### src/rtl/tcs_pkg.sv
package tcs_pkg;

  typedef enum logic [2:0] {
    SRC_OFF      = 3'd0,
    SRC_DIRECT   = 3'd1,
    SRC_DIV8     = 3'd2,
    SRC_DIV64    = 3'd3,
    SRC_DIV256   = 3'd4,
    SRC_DIV1024  = 3'd5,
    SRC_PIN_FALL = 3'd6,
    SRC_PIN_RISE = 3'd7
  } src_sel_e;

  localparam int NUM_TAPS = 4;

  // log2 of the divide ratio of each shared prescaler tap
  function automatic int tap_shift(input int idx);
    case (idx)
      0:       return 3;
      1:       return 6;
      2:       return 8;
      default: return 10;
    endcase
  endfunction

  function automatic logic is_divided(input logic [2:0] sel);
    return (sel >= 3'd2) && (sel <= 3'd5);
  endfunction

  // tap chosen by a divided source code
  function automatic logic tap_pick(input logic [NUM_TAPS-1:0] taps,
                                    input logic [2:0] sel);
    logic [2:0] k;
    k = sel - 3'd2;
    return taps[k[1:0]];
  endfunction

endpackage

### src/rtl/tcs_prescaler.sv
module tcs_prescaler
  import tcs_pkg::*;
#(
  parameter int CNT_W = 10
) (
  input  logic                clk,
  input  logic                rst_n,
  input  logic                clr,
  output logic [NUM_TAPS-1:0] tap_hit
);

  localparam logic [CNT_W-1:0] STEP = CNT_W'(1);

  logic [CNT_W-1:0] cnt_q;

  always_ff @(posedge clk or negedge rst_n) begin
    if (!rst_n)   cnt_q <= '0;
    else if (clr) cnt_q <= '0;
    else          cnt_q <= cnt_q + STEP;
  end

  // a tap fires when its low count bits are all ones; a clearing cycle mutes it
  for (genvar i = 0; i < NUM_TAPS; i++) begin : g_tap
    localparam int SH = tap_shift(i);
    assign tap_hit[i] = (&cnt_q[SH-1:0]) & ~clr;
  end

endmodule

### src/rtl/tcs_pin_edge.sv
module tcs_pin_edge #(
  parameter int STAGES = 2
) (
  input  logic clk,
  input  logic rst_n,
  input  logic pin,
  output logic rise,
  output logic fall
);

  logic [STAGES-1:0] sync_q;
  logic              last_q;

  always_ff @(posedge clk or negedge rst_n) begin
    if (!rst_n) begin
      sync_q <= '0;
      last_q <= 1'b0;
    end else begin
      sync_q <= {sync_q[STAGES-2:0], pin};
      last_q <= sync_q[STAGES-1];
    end
  end

  assign rise = sync_q[STAGES-1] & ~last_q;
  assign fall = ~sync_q[STAGES-1] & last_q;

endmodule

### src/rtl/tcs_src_mux.sv
module tcs_src_mux
  import tcs_pkg::*;
(
  input  logic [2:0]          sel,
  input  logic [NUM_TAPS-1:0] tap_hit,
  input  logic                rise,
  input  logic                fall,
  output logic                en_next
);

  always_comb begin
    unique case (src_sel_e'(sel))
      SRC_OFF:      en_next = 1'b0;
      SRC_DIRECT:   en_next = 1'b1;
      SRC_PIN_FALL: en_next = fall;
      SRC_PIN_RISE: en_next = rise;
      default:      en_next = tap_pick(tap_hit, sel);
    endcase
  end

endmodule

### src/rtl/tmr_clk_sel.sv
module tmr_clk_sel
  import tcs_pkg::*;
#(
  parameter int PRESC_W     = 10,
  parameter int SYNC_STAGES = 2
) (
  input  logic       clk,
  input  logic       rst_n,
  input  logic [2:0] clk_sel,
  input  logic       ext_clk,
  input  logic       pre_clr,
  output logic       cnt_en
);

  // named internal events, observed by the bound checker
  logic [NUM_TAPS-1:0] tap_hit;
  logic                pin_rise;
  logic                pin_fall;
  logic                en_next;

  tcs_prescaler #(.CNT_W(PRESC_W)) u_presc (
    .clk     (clk),
    .rst_n   (rst_n),
    .clr     (pre_clr),
    .tap_hit (tap_hit)
  );

  tcs_pin_edge #(.STAGES(SYNC_STAGES)) u_pin (
    .clk   (clk),
    .rst_n (rst_n),
    .pin   (ext_clk),
    .rise  (pin_rise),
    .fall  (pin_fall)
  );

  tcs_src_mux u_mux (
    .sel     (clk_sel),
    .tap_hit (tap_hit),
    .rise    (pin_rise),
    .fall    (pin_fall),
    .en_next (en_next)
  );

  always_ff @(posedge clk or negedge rst_n) begin
    if (!rst_n) cnt_en <= 1'b0;
    else        cnt_en <= en_next;
  end

endmodule

### config.mk
export PLATFORM = sky130hd
export DESIGN_NAME = tmr_clk_sel
export DESIGN_NICKNAME = d
export VERILOG_FILES = /design/src/rtl/tcs_pkg.sv /design/src/rtl/tcs_prescaler.sv /design/src/rtl/tcs_pin_edge.sv /design/src/rtl/tcs_src_mux.sv /design/src/rtl/tmr_clk_sel.sv
export SDC_FILE = /design/constraint.sdc
export NUM_CORES = 1
export LEC_CHECK = 0
export ABC_AREA = 1
export BUFFER_PORTS_ARGS = -buffer_cell sky130_fd_sc_hd__clkbuf_2
export CAP_MARGIN = 10
export CORE_AREA = 4 4 41 43
export CTS_BUF_LIST = sky130_fd_sc_hd__clkbuf_4
export DETAILED_ROUTE_END_ITERATION = 16
export DIE_AREA = 0 0 45 47
export PLACE_DENSITY = 0.73
export SYNTH_ARGS = -nofsm -noshare
export SYNTH_HDL_FRONTEND = slang
export SYNTH_HIERARCHICAL = 1
export SYNTH_SLANG_ARGS = --single-unit
### constraint.sdc
create_clock -name clk -period 2.9 [get_ports clk]
set_input_delay 0.435 -clock clk [delete_from_list [all_inputs] [get_ports clk]]
set_output_delay 0.435 -clock clk [all_outputs]
set_load 0.01 [all_outputs]
* After elaboration in Yosys (flattened, before gate mapping)
Cells that the tools add are included.
** Storage, ports and cells
- Register bits :: 14
- Input port bits :: 7
- Output and inout port bits :: 1
- Logic and storage cells :: 28
** Cells by class
- Add/subtract/negate cells :: 2
- Magnitude comparators :: 1
- Eq/ne operators :: 3
- Muxes and demuxes :: 4
- Bitwise operators :: 9
- Reductions and logical operators :: 5
** Operator list (number)
- $add A10 B1 Y10 const B :: 1
- $mux W10 :: 1
- $reduce_and A10 Y1 :: 1
- $reduce_and A8 Y1 :: 1
- $and A1 B1 Y1 :: 6
- $eq A3 B3 Y1 const B :: 2
- $reduce_and A6 Y1 :: 1
- $pmux W1 S4 :: 1
- $eq A3 B1 Y1 const B :: 1
- $logic_not A3 Y1 :: 1
- $lt A2 B3 Y1 const B :: 1
- $not A1 Y1 :: 3
- $reduce_and A3 Y1 :: 1
- $bmux W1 S2 :: 1
- $sub A2 B2 Y2 const B :: 1
- $mux W1 :: 1

* Logic depth before layout (Yosys ltp)
Gate-level depths: netlist (run 1).
- Word-level depth :: 5
- Depth in mapped cells :: 11
- Mapped depth without buffers :: 11

* By module
Netlist (run 1), hierarchy kept.
** Modules (own cells, without submodules)
- tcs_prescaler :: instances 1, cells an instance 67, area each 516.7 um2, sequential area each 250.2 um2
- tcs_pin_edge :: instances 1, cells an instance 7, area each 90.1 um2, sequential area each 75.1 um2
- tcs_src_mux :: instances 1, cells an instance 17, area each 70.1 um2, sequential area each 0.0 um2
- tmr_clk_sel :: instances 1, cells an instance 1, area each 25.0 um2, sequential area each 25.0 um2

* Worst setup path before layout (run 1)
Ideal clock, no wire load.
- Path kind :: flip-flop to flip-flop
- Start point :: register u_presc.cnt_q[0]
- End point :: register cnt_en
- Setup time :: 0.121 ns
- Data arrival time :: 1.091 ns
- Required time :: 2.779 ns
- Slack :: 1.688 ns
- Stages on the path, launching flop included :: 12
- Buffers on the path :: 0
- Clock period less this slack :: 1.212 ns
- Cells stage by stage :: dfrtp_1 -> ha_1 -> nand3_2 -> inv_1 -> nand3_1 -> inv_1 -> inv_1 -> nand2_1 -> nand3_1 -> nand2_1 -> nand2_1 -> nand2_1
** On the way
- Cells in the longest elaborated chain, start to end :: 5
- Elaborated cells on any way between the ends :: 11
- Classes of those cells :: 3 x mux; 4 x bitwise; 4 x reduce/logical
** Ends and longest elaborated chain
- from (decl) :: RTL line tcs_prescaler.sv:14 : logic [CNT_W-1:0] cnt_q;
- from (signal assigned) :: RTL line tcs_prescaler.sv:19 : else cnt_q <= cnt_q + STEP;
- $reduce_and A8 Y1 :: RTL line tcs_prescaler.sv:25 : assign tap_hit[i] = (&cnt_q[SH-1:0]) & ~clr;
- $and A1 B1 Y1 :: RTL line tcs_prescaler.sv:25
- net tap_hit[2] :: RTL line tmr_clk_sel.sv:16 : logic [NUM_TAPS-1:0] tap_hit;
- $bmux W1 S2 :: RTL line tcs_pkg.sv:35 : return taps[k[1:0]];
- $mux W1 (not written as such) :: RTL line tcs_pkg.sv:35
- $pmux W1 S4 :: RTL line tcs_src_mux.sv:12 : unique case (src_sel_e'(sel))
- net en_next :: RTL line tmr_clk_sel.sv:19 : logic en_next;
- to (signal assigned) :: RTL line tmr_clk_sel.sv:46 : else cnt_en <= en_next;
- to (decl) :: RTL line tmr_clk_sel.sv:12 : output logic cnt_en
The timed path passes the listed nets, and every way through them passes these cells. The select of a mux whose other input is x is not followed.

* Final worst setup path (run 1)
- Start point :: register u_presc.cnt_q[0]
- End point :: register cnt_en
** On the way
- Cells in the longest elaborated chain, start to end :: 5
- Elaborated cells on any way between the ends :: 11
- Classes of those cells :: 3 x mux; 4 x bitwise; 4 x reduce/logical
** Ends and longest elaborated chain (RTL line)
- $reduce_and A10 Y1 :: tcs_prescaler.sv:25
- $and A1 B1 Y1 :: tcs_prescaler.sv:25
- net tap_hit[3] :: tmr_clk_sel.sv:16
- $bmux W1 S2 :: tcs_pkg.sv:35
- $mux W1 (not written as such) :: tcs_pkg.sv:35
- $pmux W1 S4 :: tcs_src_mux.sv:12
- net en_next :: tmr_clk_sel.sv:19
The timed path passes the listed nets, and every way through them passes these cells. The select of a mux whose other input is x is not followed.

==> flow_summary.toml, run 1 <==
[timing]
grt_setup_unrepaired = "false"
finalCriticalPeriod_ps = 1360
finalSetupViolCount = 0
clock.fmax_mhz = 733
fin_skew_ps = 8.11
whs_ps = 37.8
fin_crit_sh_pct = 47.0
worstMarginPinSlew_ps = 343
slew_headroom_pct = 77.1
setup_slack_ps = 1540
setup-tns-final_ps = 0
drv_slew = 0
hold_viol = 0

[setup_path]
cp-start-kind = "flop"
crit_arrival_ps = 1590
worstPathMaxFanout = 3
end_kind = "flop"
r2r_setup_slack_ps = 1540
cp-endpoint = "cnt_en"
required_ps = 3120
ff2ff_path_depth = 9
path_class = "flop to flop"
r2r_end = "cnt_en"
r2r-start = "u_presc/cnt_q[0]"
crit_chain = "ha_1 -> nand3_2 -> nor2_1 -> nand2_1 -> nor3_2 -> nand2_1 -> nand2_1 -> o211ai_1 -> nand2_1"
crit_slowest_cell = "dfrtp_1"
worstSetupStartpoint = "u_presc/cnt_q[0]"
max_stage_delay_ps = 380
crit_top_cell = "nand2_1"

[logic_synthesis]
synth_simple_gate_area_share_pct = 30.3
syn_avg_cell_area_um2 = 7.63
synth_top_family_by_area = "simple AND/OR/NAND/NOR gates"
synth-seq-cells = 14
synth_area_um2 = 702
synth_nets = 101
ys_types = 13
synthMuxAreaShare_pct = 0
synthAdderAreaFrac_pct = 3.57
ys_warn_count = 6
seq_area_frac_synth_pct = 49.9
netlist_instances = 92
synth_xor_area_share_pct = 2.50
synth-compound-area-share_pct = 4.63

[floorplanning]
die_y_um = 47
die_w_um = 45
row_count = 13
die_area_um2 = 2120
io_pins = 8
start_util_pct = 53.9
core_um2 = 1300

[clocking]
numCtsBuffers = 3
tritoncts = "built"
post_cts_resized = 0
clk_path_buf_depth = 2
cts-hold-fix-buffers = 0
htree_levels = 1
clkTransAtPathRegs_ps = 90
post_cts_buffers = 0
clkLatencyLatePin_ps = 280
cts-root-buf = "clkbuf_4"
clock-sinks = 14

[cells_and_area]
diodes = 0
drive_gt1_share_pct = 12.6
fillers = 114
fin_nets = 113
areaGrowthSynthToFinish_pct = 11.4
final_util_pct = 60.1

[global_routing]
grt-ovfl-total = 0
antenna_found_initial = 0
track_usage_pct = 14.3
grt_max_degree = 15
grt_pass1_vias = 499
grt_pass1_wl_um = 2080

[place]
pre_cts_slack_ps = 1530
gp_congestion = 0.842
dpl.hpwl_um = 909
port-buffer-count = 7

[detailed_routing]
remaining_drc_errors = 0
dr.pass1.iters = 6
routedWlPerCell_um = 9.97
postRouteAntennaNets = 0
drt-total-wl_um = 1180
dr.first_iter.drc_count = 14
num_vias = 596
vias_per_cell = 5.05

[power_and_ir_drop]
pwr_density_cell_nw_per_um2 = 439
p_sw_uw = 82.1
switching_share_pct = 23.9
p_clk_share_pct = 32.5
combPwrFrac_pct = 7.5
seqPwrFrac_pct = 60.0
p_leak_uw = 0.000422
internal-power_uw = 261
vdd_ir_drop_max_mv = 0.361

[flow_run]
cap_violations = 0

[min_path]
hp-class = "primary input to async pin"

[outcome]
outcome = "finished clean"
logic make-up after synthesis:
family,after synthesis
flip-flops,14
XOR/XNOR,2
AND/OR/NAND/NOR,51
buffers and inverters,17
AO/OA/AOI/OAI,6
adder cells (fa/ha/maj),2
flip-flops by register name, indices dropped and copies added (netlist names):
| signal | count |
|---|---|
| cnt_en | 1 |
| u_pin/sync_q | 2 |
| u_presc/cnt_q | 10 |
| u_pin/last_q | 1 |
final cells by class:
type | instances | area (um2) | share of cell area [%]
Inverter | 17 | 63.8 | 8.16
Multi-Input combinational cell | 61 | 288 | 36.8
Sequential cell | 14 | 350 | 44.8
Tap cell | 15 | 18.8 | 2.40
Clock buffer | 3 | 22.5 | 2.88
Timing Repair Buffer | 7 | 35.0 | 4.48
Clock inverter | 1 | 3.75 | 0.480
metrics by stage:
stage                     instances  area (um2)  total power, uW
after floorplan                  92         702              222
after global placement          114         756              235
after detailed placement        114         756              237
after CTS                       118         782              348
after global routing            118         782              366
final                           118         782              343
placed cells by master (no fill, tap or decap), drive strengths merged, types with 2 or more instances in the layout:
cell     n
dfrtp   14
ha       2
xor2     2
nand3    8
a21oi    3
o21ai    2
nand2   21
inv     17
clkbuf  10
nor2    21
routing by layer:
metal  share of wire, %  vias to the layer above  global-route usage (%)  routed length (um)
met1                 45                      277                    16.8                 527
met2                 48                       16                    22.9                 564
met5                  0                        -                       0                   0
met3                6.0                        2                    5.75                  71
met4                1.1                        0                    7.02                  13
li1                   -                      301                       -                   -
how the worst min path moves through the flow:
stage,from,end,cells past startpoint,slack [ps]
2_1_floorplan,rst_n,cnt_en,0,140
3_3_place_gp,u_pin/sync_q[0],u_pin/sync_q[1],0,340
3_5_place_dp,rst_n,u_presc/cnt_q[6],1,350
4_1_cts,rst_n,u_presc/cnt_q[6],1,40
5_1_grt,rst_n,u_presc/cnt_q[6],1,40
6_report,rst_n,u_presc/cnt_q[6],1,40
power groups by stage:
| stage | registers (uW) | clock network, uW | logic (uW) |
|---|---|---|---|
| 2_1_floorplan | 209 | 0 | 12.7 |
| 3_3_place_gp | 209 | 0 | 25.5 |
| 3_5_place_dp | 210 | 0 | 26.6 |
| 4_1_cts | 206 | 116 | 26.7 |
| 5_1_grt | 207 | 127 | 31.2 |
| 6_report | 206 | 112 | 25.8 |
Yosys cell counts (all sizes together):
master,count,share of area [%]
xor2,2,2.5
nor3,1,1.4
nand2,21,11
o21ai,2,1.4
ha,2,3.6
nor2,21,11
a21oi,3,2.1
dfrtp,14,50
o211ai,1,1.1
nand3,8,6.4
inv,17,9.1
worst max-delay path: cells and delay by family, from the launching register on:
| family | cells | cell delay, ps |
|---|---|---|
| simple gates | 7 | 640 |
| compound gates | 1 | 70 |
| fa+ha+maj | 1 | 210 |
| flops | 1 | 380 |
(Power assumes the default switching activity.)
==> run 2: changes to the inputs <==
CORE_AREA = unset   (was 4 4 41 43)
CORE_MARGIN = 4   (was unset)
CORE_UTILIZATION = 52   (was unset)
DIE_AREA = unset   (was 0 0 45 47)
PLACE_DENSITY = 0.75   (was 0.73)
clock period = 1.1 ns   (was 2.9 ns; I/O delays follow)
==> flow_summary.toml, run 2 (synthesis gave the netlist of run 1 again) <==
[outcome]
outcome = "finished, violations left"
violations = "negative setup slack"

[timing]
finalSetupViolCount = 7
worstMarginPinSlew_ps = 339
fin_crit_sh_pct = 116
clock.fmax_mhz = 784
setup_slack_ps = -175
hold_viol = 0
grt_setup_unrepaired = "true"
drv_slew = 0
fin_skew_ps = 2.70
finalCriticalPeriod_ps = 1270
slew_headroom_pct = 77.4

[detailed_routing]
dr.pass1.iters = 5
vias_per_cell = 4.92
dr.first_iter.drc_count = 25
remaining_drc_errors = 0
num_vias = 630
drt-total-wl_um = 1410
routedWlPerCell_um = 11.0
postRouteAntennaNets = 0

[setup_path]
end_kind = "flop"
crit_chain = "ha_4 -> nand3_4 -> inv_1 -> nand3_2 -> inv_1 -> inv_1 -> nand2_1 -> nand3_1 -> nand2_1 -> nand2_1 -> nand2_1"
path_class = "flop to flop"
max_stage_delay_ps = 420
crit_top_cell = "nand2_1"
required_ps = 1270
worstPathMaxFanout = 3
crit_arrival_ps = 1440
crit_slowest_cell = "dfrtp_1"
cp-start-kind = "flop"

[clocking]
tritoncts = "built"
clk_path_buf_depth = 2
clkTransAtPathRegs_ps = 80
htree_levels = 1
numCtsBuffers = 3
clock-sinks = 14
clkLatencyLatePin_ps = 270
cts-root-buf = "clkbuf_4"

[cells_and_area]
largest_register_ff_count = 10
seqCellArea_um2 = 350
final_util_pct = 76.7
regMostFlops = "u_presc/cnt_q"
drive_gt1_share_pct = 25.4
areaGrowthSynthToFinish_pct = 29.6
top_regs = "u_presc/cnt_q: 10 flops, u_pin/sync_q: 2 flops"
layout_commonest_cell = "nand2_1"
fillers = 80
multi_input_area_um2 = 325
final_cell_mix = "nand2_1, nor2_1, inv_1"
fin_nets = 125
diodes = 0

[place]
port-buffer-count = 7
pre_cts_slack_ps = -175
gp_congestion = 0.777
dpl.hpwl_um = 977

[power_and_ir_drop]
p_leak_uw = 0.000477
pwr_density_cell_nw_per_um2 = 1010
vdd_ir_drop_max_mv = 0.782

[flow_run]
cap_violations = 0

[global_routing]
grt_pass1_wl_um = 2240
grt-ovfl-total = 0
grt_pass1_vias = 544
antenna_found_initial = 0
track_usage_pct = 15.4
grt_max_degree = 15

[floorplanning]
start_util_pct = 59.2
io_pins = 8
core_um2 = 1190
die_area_um2 = 2000
die_y_um = 44.7
die_w_um = 44.7
row_count = 12

[min_path]
hp-class = "primary input to flop"
-- run 2: cell count changes in the layout (fill, tap and decap cells not counted), sizes merged --
cell,change
buf,+10
dlygate4sd3,+2
clkinv,-1
-- run 2: layer usage --
metal | up-vias | global-route usage [%] | share of wire, %
li1 | 328 | - | -
met1 | 275 | 21.2 | 45
met2 | 23 | 23.2 | 47
met3 | 4 | 2.79 | 6.1
met4 | 0 | 7.23 | 1.3
met5 | - | 0 | 0
-- run 2: timing repair --
action                                 CTS  global route
gates resized for setup                  2             5
gates cloned                             0             0
setup endpoints to repair                2             8
pin swaps                                2             1
endpoints found under the hold margin   15             0
setup buffers                            1             1
hold buffers                             2             0
-- run 2: area by class of cell --
cell class | count | area share, %
Sequential cell | 14 | 38.5
Timing Repair Buffer | 19 | 14.3
Multi-Input combinational cell | 61 | 35.8
Tap cell | 14 | 1.93
Clock buffer | 3 | 2.48
Inverter | 17 | 7.02
-- run 2: path summary, 6_finish.rpt --
check | endpoint | from | cells after the start | slack [ps]
min in group asynchronous | u_presc/cnt_q[6] | rst_n | 2 | 310
max reg2reg | cnt_en | u_presc/cnt_q[0] | 11 | -170
max | cnt_en | u_presc/cnt_q[0] | 11 | -170
max in group asynchronous | u_presc/cnt_q[0] | rst_n | 2 | 540
min | u_presc/cnt_q[4] | pre_clr | 2 | 80
min reg2reg | u_pin/sync_q[1] | u_pin/sync_q[0] | 0 | 360
-- run 2: through the flow --
step	setup TNS [ps]	std cells	hold slack (ps)	total power, uW	cell area [um2]
floorplan	-103	92	-131	586	704
global placement	-113	121	81.2	628	817
detailed placement	-210	121	83.7	632	817
CTS	-290	127	81.7	914	875
global route	-1340	128	84.2	972	910
finish	-817	128	77.1	922	910
-- run 2: report_power, final --
| group | switching, uW | internal, uW |
|---|---|---|
| Combinational | 52.6 | 43.8 |
| Clock | 154 | 127 |
| Sequential | 13.7 | 532 |
| Total | 220 | 702 |
-- run 2: critical path, delay by kind of cell (launching register included) --
kind | cells | cell delay (ps)
fa+ha+maj | 1 | 190
flops | 1 | 420
buf+inv | 3 | 160
simple gates | 7 | 390
